**src/rtl/fmm_pkg.sv**
```systemverilog
package fmm_pkg;

    // NaN-handling convention, low two bits of the mode field
    typedef enum logic [1:0] {
        NAN_NUM08  = 2'b00,
        NAN_MM19   = 2'b01,
        NAN_NUM19  = 2'b10,
        NAN_CSTYLE = 2'b11
    } nan_conv_e;

    // Mode field as seen on the port: [3] max, [2] magnitude, [1:0] convention
    typedef struct packed {
        logic      do_max;
        logic      do_mag;
        nan_conv_e conv;
    } mode_t;

endpackage

```
**src/rtl/fmm_classify.sv**
```systemverilog
module fmm_classify #(
    parameter int W  = 64,
    parameter int EW = 11
) (
    input  logic [W-1:0] x,
    output logic         is_nan,
    output logic         is_snan,
    output logic         is_zero,
    output logic [W-1:0] mag,
    output logic [W-1:0] quiet
);
    localparam int FW = W - 1 - EW;
    localparam int QB = FW - 1;
    localparam logic [W-1:0] INF_PAT = {1'b0, {EW{1'b1}}, {FW{1'b0}}};

    assign mag     = {1'b0, x[W-2:0]};
    assign is_nan  = mag > INF_PAT;
    assign is_snan = is_nan & ~x[QB];
    assign is_zero = (mag == '0);

    always_comb begin
        quiet     = x;
        quiet[QB] = 1'b1;
    end
endmodule

```
**src/rtl/fmm_order.sv**
```systemverilog
module fmm_order #(
    parameter int W = 64
) (
    input  logic [W-1:0] a,
    input  logic [W-1:0] b,
    input  logic [W-1:0] mag_a,
    input  logic [W-1:0] mag_b,
    input  logic         zero_a,
    input  logic         zero_b,
    input  logic         do_max,
    input  logic         do_mag,
    input  logic         zero_fold,
    output logic         pick_a
);
    logic [W-1:0] lhs, rhs, l_sw, r_sw;

    always_comb begin
        lhs = a;
        rhs = b;
        if (do_mag && (mag_a != mag_b)) begin
            lhs = mag_a;
            rhs = mag_b;
        end
        if (zero_fold) begin
            if (zero_a) lhs = '0;
            if (zero_b) rhs = '0;
        end
        // maximum is the same less-than with the sides exchanged
        l_sw = do_max ? rhs : lhs;
        r_sw = do_max ? lhs : rhs;
    end

    // sign-magnitude less-than of l_sw against r_sw
    always_comb begin
        if (l_sw[W-1]) begin
            if (!r_sw[W-1]) pick_a = 1'b1;
            else            pick_a = l_sw > r_sw;
        end else begin
            if (r_sw[W-1])  pick_a = 1'b0;
            else            pick_a = l_sw < r_sw;
        end
    end
endmodule

```
**src/rtl/fmm_nan_sel.sv**
```systemverilog
module fmm_nan_sel
    import fmm_pkg::*;
#(
    parameter int W = 64
) (
    input  nan_conv_e    conv,
    input  logic [W-1:0] a,
    input  logic [W-1:0] b,
    input  logic [W-1:0] qa,
    input  logic [W-1:0] qb,
    input  logic         a_nan,
    input  logic         a_snan,
    input  logic         b_nan,
    input  logic         b_snan,
    output logic [W-1:0] res
);
    always_comb begin
        res = b;
        unique case (conv)
            NAN_NUM08: begin
                if (a_snan)              res = qa;
                else if (b_snan)         res = qb;
                else if (a_nan && b_nan) res = qa;
                else if (a_nan)          res = b;
                else                     res = a;
            end
            NAN_MM19: begin
                res = a_nan ? qa : qb;
            end
            NAN_NUM19: begin
                if (a_nan && b_nan)      res = qa;
                else if (a_nan)          res = b;
                else                     res = a;
            end
            NAN_CSTYLE: begin
                res = b;
            end
        endcase
    end
endmodule

```
**src/rtl/fmm_unit.sv**
```systemverilog
module fmm_unit
    import fmm_pkg::*;
#(
    parameter int W  = 64,
    parameter int EW = 11
) (
    input  logic         clk,
    input  logic         rst_n,
    input  logic         in_valid,
    input  logic [W-1:0] op_a,
    input  logic [W-1:0] op_b,
    input  logic [3:0]   mode,
    input  logic         inv_en,
    output logic         out_valid,
    output logic [W-1:0] result,
    output logic         wr_en,
    output logic         snan_flag
);
    localparam int NOP = 2;

    mode_t m;
    assign m = mode_t'(mode);

    logic [NOP-1:0][W-1:0] opnd, mag, qv;
    logic [NOP-1:0]        nan, snan, zero;

    assign opnd[0] = op_a;
    assign opnd[1] = op_b;

    for (genvar g = 0; g < NOP; g++) begin : g_cls
        fmm_classify #(.W(W), .EW(EW)) u_cls (
            .x       (opnd[g]),
            .is_nan  (nan[g]),
            .is_snan (snan[g]),
            .is_zero (zero[g]),
            .mag     (mag[g]),
            .quiet   (qv[g])
        );
    end

    logic         pick_a;
    logic [W-1:0] nan_res, sel_res;
    logic         any_nan, any_snan;

    assign any_nan  = |nan;
    assign any_snan = |snan;

    fmm_order #(.W(W)) u_ord (
        .a         (op_a),
        .b         (op_b),
        .mag_a     (mag[0]),
        .mag_b     (mag[1]),
        .zero_a    (zero[0]),
        .zero_b    (zero[1]),
        .do_max    (m.do_max),
        .do_mag    (m.do_mag),
        .zero_fold (m.conv == NAN_CSTYLE),
        .pick_a    (pick_a)
    );

    fmm_nan_sel #(.W(W)) u_nan (
        .conv   (m.conv),
        .a      (op_a),
        .b      (op_b),
        .qa     (qv[0]),
        .qb     (qv[1]),
        .a_nan  (nan[0]),
        .a_snan (snan[0]),
        .b_nan  (nan[1]),
        .b_snan (snan[1]),
        .res    (nan_res)
    );

    assign sel_res = any_nan ? nan_res : (pick_a ? op_a : op_b);

    // single output register stage
    always_ff @(posedge clk or negedge rst_n) begin
        if (!rst_n) begin
            out_valid <= 1'b0;
            wr_en     <= 1'b0;
            snan_flag <= 1'b0;
            result    <= '0;
        end else begin
            out_valid <= in_valid;
            wr_en     <= in_valid & (~inv_en | ~any_snan);
            snan_flag <= in_valid & any_snan;
            if (in_valid) result <= sel_res;
        end
    end
endmodule

```
**config.mk**
```make
export PLATFORM = sky130hd
export DESIGN_NAME = fmm_unit
export DESIGN_NICKNAME = d
export VERILOG_FILES = /design/src/rtl/fmm_pkg.sv /design/src/rtl/fmm_classify.sv /design/src/rtl/fmm_order.sv /design/src/rtl/fmm_nan_sel.sv /design/src/rtl/fmm_unit.sv
export SDC_FILE = /design/constraint.sdc
export NUM_CORES = 1
export LEC_CHECK = 0
export BUFFER_PORTS_ARGS = -buffer_cell sky130_fd_sc_hd__buf_2
export CORE_AREA = 10 10 171 173
export CTS_CLUSTER_SIZE = 14
export DETAILED_ROUTE_END_ITERATION = 8
export DIE_AREA = 0 0 181 183
export GPL_ROUTABILITY_DRIVEN = 1
export PLACE_DENSITY = 0.95
export SYNTH_ARGS = -nofsm -noshare
export SYNTH_HDL_FRONTEND = slang
export SYNTH_HIERARCHICAL = 1
export SYNTH_SLANG_ARGS = --single-unit
```
**constraint.sdc**
```tcl
create_clock -name clk -period 1.33 [get_ports clk]
set_clock_uncertainty 0.1 [all_clocks]
set_input_delay 0.133 -clock clk [delete_from_list [all_inputs] [get_ports clk]]
set_output_delay 0.133 -clock clk [all_outputs]
set_load 0.1 [all_outputs]
```
==> results by group, run 1 <==
Place
  • DP Worst Slack: -4220 ps
  • Dpl cell area: around 0.019 sq mm
  • Post-DP HPWL: around 48 mm
  • I/O Buffers: 202
  • GP Congestion: 1.088

Yosys
  • Post-synth top flop: dfrtp_1
  • Yosys reg bits: 67
  • Synth top area share: 18.72%
  • Cell taking the most area after synthesis: mux2i_1
  • Synthesized Nets: ~2.3k
  • Async SR Flop Fraction: 100.0%
  • Average size of a mapped cell: between 8 and 9 sq um
  • Yosys cell types: 53
  • Number of enable flip-flop cells after synthesis: 0
  • Most frequent cells after synthesis: mux2i_1, buf_4, nand2b_1, o22ai_1, a21oi_1
  • Area contributors post-synth: mux2i_1, buf_4, dfrtp_1, ha_1, nand2b_1
  • Count leader, synth: mux2i_1
  • Cell area after synthesis: between 0.015 and 0.02 sq mm
  • Cell count after synthesis: ~2.1k
  • Synth Warn #: 6
  • Sequential area share after synthesis: around a tenth

Clock tree
  • Max Root-Sink Buffers: 2
  • H-tree Lvls: 3
  • Clock Tree Root: clkbuf_16
  • Inserted Clock Buffers: 9
  • Sink Count: 67

Outcome
  • Stage reached: 5_1_grt
  • Stop err: [ERROR GRT-0232] Routing congestion too high. Check the congestion heatmap in the GUI.
  • Status: did not finish

Floorplan
  • Die width: between 150 and 200 um
  • Starting density of the core: between 60% and 70%
  • Die height: 183 um
  • I/O pins: between 200 and 250
  • # rows: 59

GRT
  • All-Layer GR Usage: roughly three quarters
  • GRT Residual Overflow: 83
  • Pin count of the biggest net entering global routing: 84
-- layer usage --
layer  track usage, %  overflow
met4            70.39        34
met5            52.73         1
met1            70.86         7
met3            69.27         6
met2            85.66        35
-- metrics by stage --
stage | setup TNS (ps) | std cells | util [%]
2_1_floorplan | -171420 | 2094 | -
3_3_place_gp | -250440 | 2496 | 75.21
3_5_place_dp | -266860 | 2496 | 75.21
4_1_cts | -205190 | 2547 | 82.88
-- cell families after synthesis --
kind of cell               Yosys count  share of synthesized area [%]
xor gates and xnor gates            64                          3.286
muxes                              320                          18.79
AOI/OAI and AO/OA                  646                          29.17
and+or+nand+nor                    481                          16.57
other                                4                        0.08800
DFF                                 67                          9.830
adders and majority gates           64                          4.695
buffers and inverters              448                          17.58
-- repair_timing --
action                                  in CTS
hold buffers                                 2
endpoints found under the setup margin      69
cloned                                       8
setup buffers                               26
resized for setup                          240
endpoints found under the hold margin       68
pin swaps                                   35
==> run 2, diff against run 1 <==
- CORE_AREA: 10 10 171 173 -> 10 10 218 220
- CTS_CLUSTER_SIZE: 14 -> unset
- DIE_AREA: 0 0 181 183 -> 0 0 228 230
- PLACE_DENSITY: 0.95 -> unset
- PLACE_DENSITY_LB_ADDON: unset -> 0.15
==> run 2 against run 1 <==
The flow now finishes, with violations (negative setup slack); synthesized area unchanged; synthesized cell count unchanged.
==> results by group, run 2 <==
Floorplan
  • I/O pins: 203 (unchanged)
  • Die height: 230 um (was 183 um)
  • Die area: around 0.052 sq mm
  • Starting density of the core: 39.77% (was 66.20%)
  • Die width: 228 um (was 181 um)
  • Core area: between 0.04 and 0.05 sq mm
  • # rows: 76 (was 59)

GRT
  • GRT Residual Overflow: 0
  • First-pass GRT wire length: approximately 100 mm
  • Initial antenna violation count: 3
  • Vias in the first global route: ~17k
  • Pin count of the biggest net entering global routing: 97
  • All-Layer GR Usage: 24.92%

Yosys
  • Count leader, synth: mux2i_1 (unchanged)
  • Cell taking the most area after synthesis: mux2i_1 (unchanged)
  • Synth top area share: 18.72% (unchanged)
  • Post-synth top flop: dfrtp_1 (unchanged)
  • Average size of a mapped cell: 8.145 sq um (unchanged)
  • Yosys reg bits: 67 (unchanged)
  • Most frequent cells after synthesis: mux2i_1, buf_4, nand2b_1, o22ai_1, a21oi_1 (unchanged)
  • Number of enable flip-flop cells after synthesis: 0 (unchanged)
  • Async SR Flop Fraction: 100.0% (unchanged)
  • Area contributors post-synth: mux2i_1, buf_4, dfrtp_1, ha_1, nand2b_1 (unchanged)
  • Yosys cell types: 53 (unchanged)
  • Cell area after synthesis: 0.01706 sq mm (unchanged)
  • Cell count after synthesis: 2,094 (unchanged)
  • Sequential area share after synthesis: 9.830% (unchanged)
  • Synth Warn #: 6 (unchanged)
  • Synthesized Nets: 2,294 (unchanged)

Place
  • GP Congestion: 0.9148 (was 1.088)
  • DP Worst Slack: -4248 ps (was -4220 ps)
  • I/O Buffers: 202 (unchanged)
  • Post-DP HPWL: 46.74 mm (was 48.19 mm)

Outcome
  • Status: complete, but fails checks (was did not finish)
  • Failing checks: negative setup slack

Worst setup path
  • R2R Setup Slk: ~460 ps
  • CP Data Arrival Time: just under 5000 ps
  • R2R depth: 2
  • Worst reg2reg startpoint: result[44]$_DFFE_PN0P_
  • Startpoint types: input pin
  • Critical path class: input pin to register
  • Worst EP required: 1500 ps
  • Max FO, Critical Path: 8
  • Worst reg2reg path endpoint: result[44]$_DFFE_PN0P_
  • Crit. End Element: register

Layout
  • Biggest register: result
  • Ratio of cells with drive above 1 in the final layout: 37.73%
  • Final net count: approximately 2.5k
  • Fin util: a little over half
  • Largest register FFs: 64
  • Most frequent cells in the layout: buf_4, mux2i_1, nand2b_1, buf_12, buf_2
  • Number of fillers in the final layout: just under 4k
  • Most common cell after layout, fill and taps aside: buf_4
  • Synth-to-Final Area Change: 34.10%

Timing
  • Post-route minimum period: around 4800 ps
  • Max Freq: approximately 210 MHz
  • Pins over their slew limit: 0
  • Worst Tran Pin Value: a little under 1000 ps
  • Slew HR: a little over a third
  • Final period util: 361.0%
  • Final setup margin: -3472 ps
  • Count of final setup violators: between 60 and 70
  • RSZ-0062 raised after global routing: yes
  • Final Hold Vio Count: 0

Clock tree
  • Clk_lat worst skew: roughly 400 ps
  • Reg clk slew, reported paths: 60 ps
  • CTS tree: yes
  • Clock Tree Root: clkbuf_16 (unchanged)
  • Inserted Clock Buffers: 9 (unchanged)
  • H-tree Lvls: 3 (unchanged)
  • Max Root-Sink Buffers: 2 (unchanged)
  • Sink Count: 67 (unchanged)

Route
  • DR pass1 iterations: 6
  • Per-cell routed wire length: between 20 and 25 um
  • Vias: approximately 17k
  • Vias per cell: a little over 6
  • Initial drt markers: 1,509
  • Drt drc: 0
  • Post-route antenna net violation count: 0
  • WL final: just under 70 mm

Worst hold path
  • Hold WC Path Type: input pin to register
  • Hold Crit Start: op_b[7]
  • Hold EP: result[7]$_DFFE_PN0P_
  • WHS Path Cells: 3

Run
  • Max-Cap Viols: 0

Power
  • Cell leakage power: 0.009252 uW
  • Total power draw: between 15,000 and 20,000 uW
  • Peak supply drop: 0.7244 mV
  • Pwr Density: between 700 and 800 mW/mm^2
run 2: cells by family after synthesis:
kind of cell | count (synthesis) | share of synthesized area, %
AOI/OAI and AO/OA | 646 | 29.17
xor gates and xnor gates | 64 | 3.286
other | 4 | 0.08800
DFF | 67 | 9.830
buffers and inverters | 448 | 17.58
and+or+nand+nor | 481 | 16.57
adders and majority gates | 64 | 4.695
muxes | 320 | 18.79
run 2: how the worst max path moves through the flow:
| stage | startpoint | cells past startpoint | endpoint | slack, ps |
|---|---|---|---|---|
| 5_1_grt | op_b[3] | 29 | result[5]$_DFFE_PN0P_ | -3670 |
| 6_report | op_b[38] | 28 | result[10]$_DFFE_PN0P_ | -3470 |
| 3_3_place_gp | op_b[44] | 24 | result[54]$_DFFE_PN0P_ | -4250 |
| 2_1_floorplan | op_b[5] | 23 | result[0]$_DFFE_PN0P_ | -2700 |
| 4_1_cts | op_b[44] | 27 | result[14]$_DFFE_PN0P_ | -3310 |
| 3_5_place_dp | op_b[44] | 24 | result[24]$_DFFE_PN0P_ | -4250 |
run 2: what timing repair did:
item / 4_1_cts / 5_1_grt
endpoints found under the setup margin: 67 / 67
gates resized for setup: 235 / 118
hold endpoints to repair: 69 / 0
hold buffers: 3 / 0
pin swaps: 53 / 22
cloned: 17 / 2
buffers inserted: 39 / 9
run 2: layout make-up:
cell class | count | area, sq um | area share, %
clock inverter | 3 | 15.01 | 0.06565
tap | 585 | 732.0 | 3.200
timing repair buffer | 597 | 6188 | 27.06
sequential | 67 | 1678 | 7.336
antenna | 2 | 5.005 | 0.02188
clock buffer | 12 | 246.5 | 1.078
multi-input combinational | 1580 | 14000 | 61.21
inverter | 2 | 7.507 | 0.03282
run 2: power breakdown:
part	switching, uW	total [uW]	internal, uW
Combinational	7110	12600	5540
Clock	1200	2490	1290
Sequential	444	2840	2400
run 2: per-stage QoR:
stage	cell area (sq um)	TNS [ps]	cells	hold WS (ps)
floorplan	17450	-171420	2094	-262.6
global placement	19930	-271360	2772	101.1
detailed placement	19930	-272640	2772	100.8
CTS	22240	-206740	2843	17.74
global route	22870	-229700	2847	46.74
finish	22870	-217490	2848	25.69
run 2: worst max-delay path, cell delays in order:
cell	delay (ps)
buf_2	130
buf_8	130
xnor2_4	150
nand4_1	250
nor4_2	360
nand4_1	230
buf_4	220
nand2_8	140
buf_12	190
mux2i_4	290
o22a_1	220
ha_4	210
buf_4	120
buf_4	120
a21oi_1	140
o21ai_0	100
nand2b_1	90
a32oi_2	130
a31oi_2	220
buf_4	170
o311ai_4	110
nor2b_4	160
nor2_4	150
buf_4	140
buf_12	130
buf_16	170
mux2i_4	240
o211ai_2	90
run 2: metal layers:
layer	wire length (um)	share of wire (%)	GRT usage [%]	vias up
met5	7	0.010	0	-
met1	30040	44	32.49	8552
met3	4366	6.3	4.334	123
li1	-	-	-	8105
met4	2506	3.6	9.269	2
met2	32120	47	40.41	639
No activity file was read; power rests on OpenSTA's default activity.
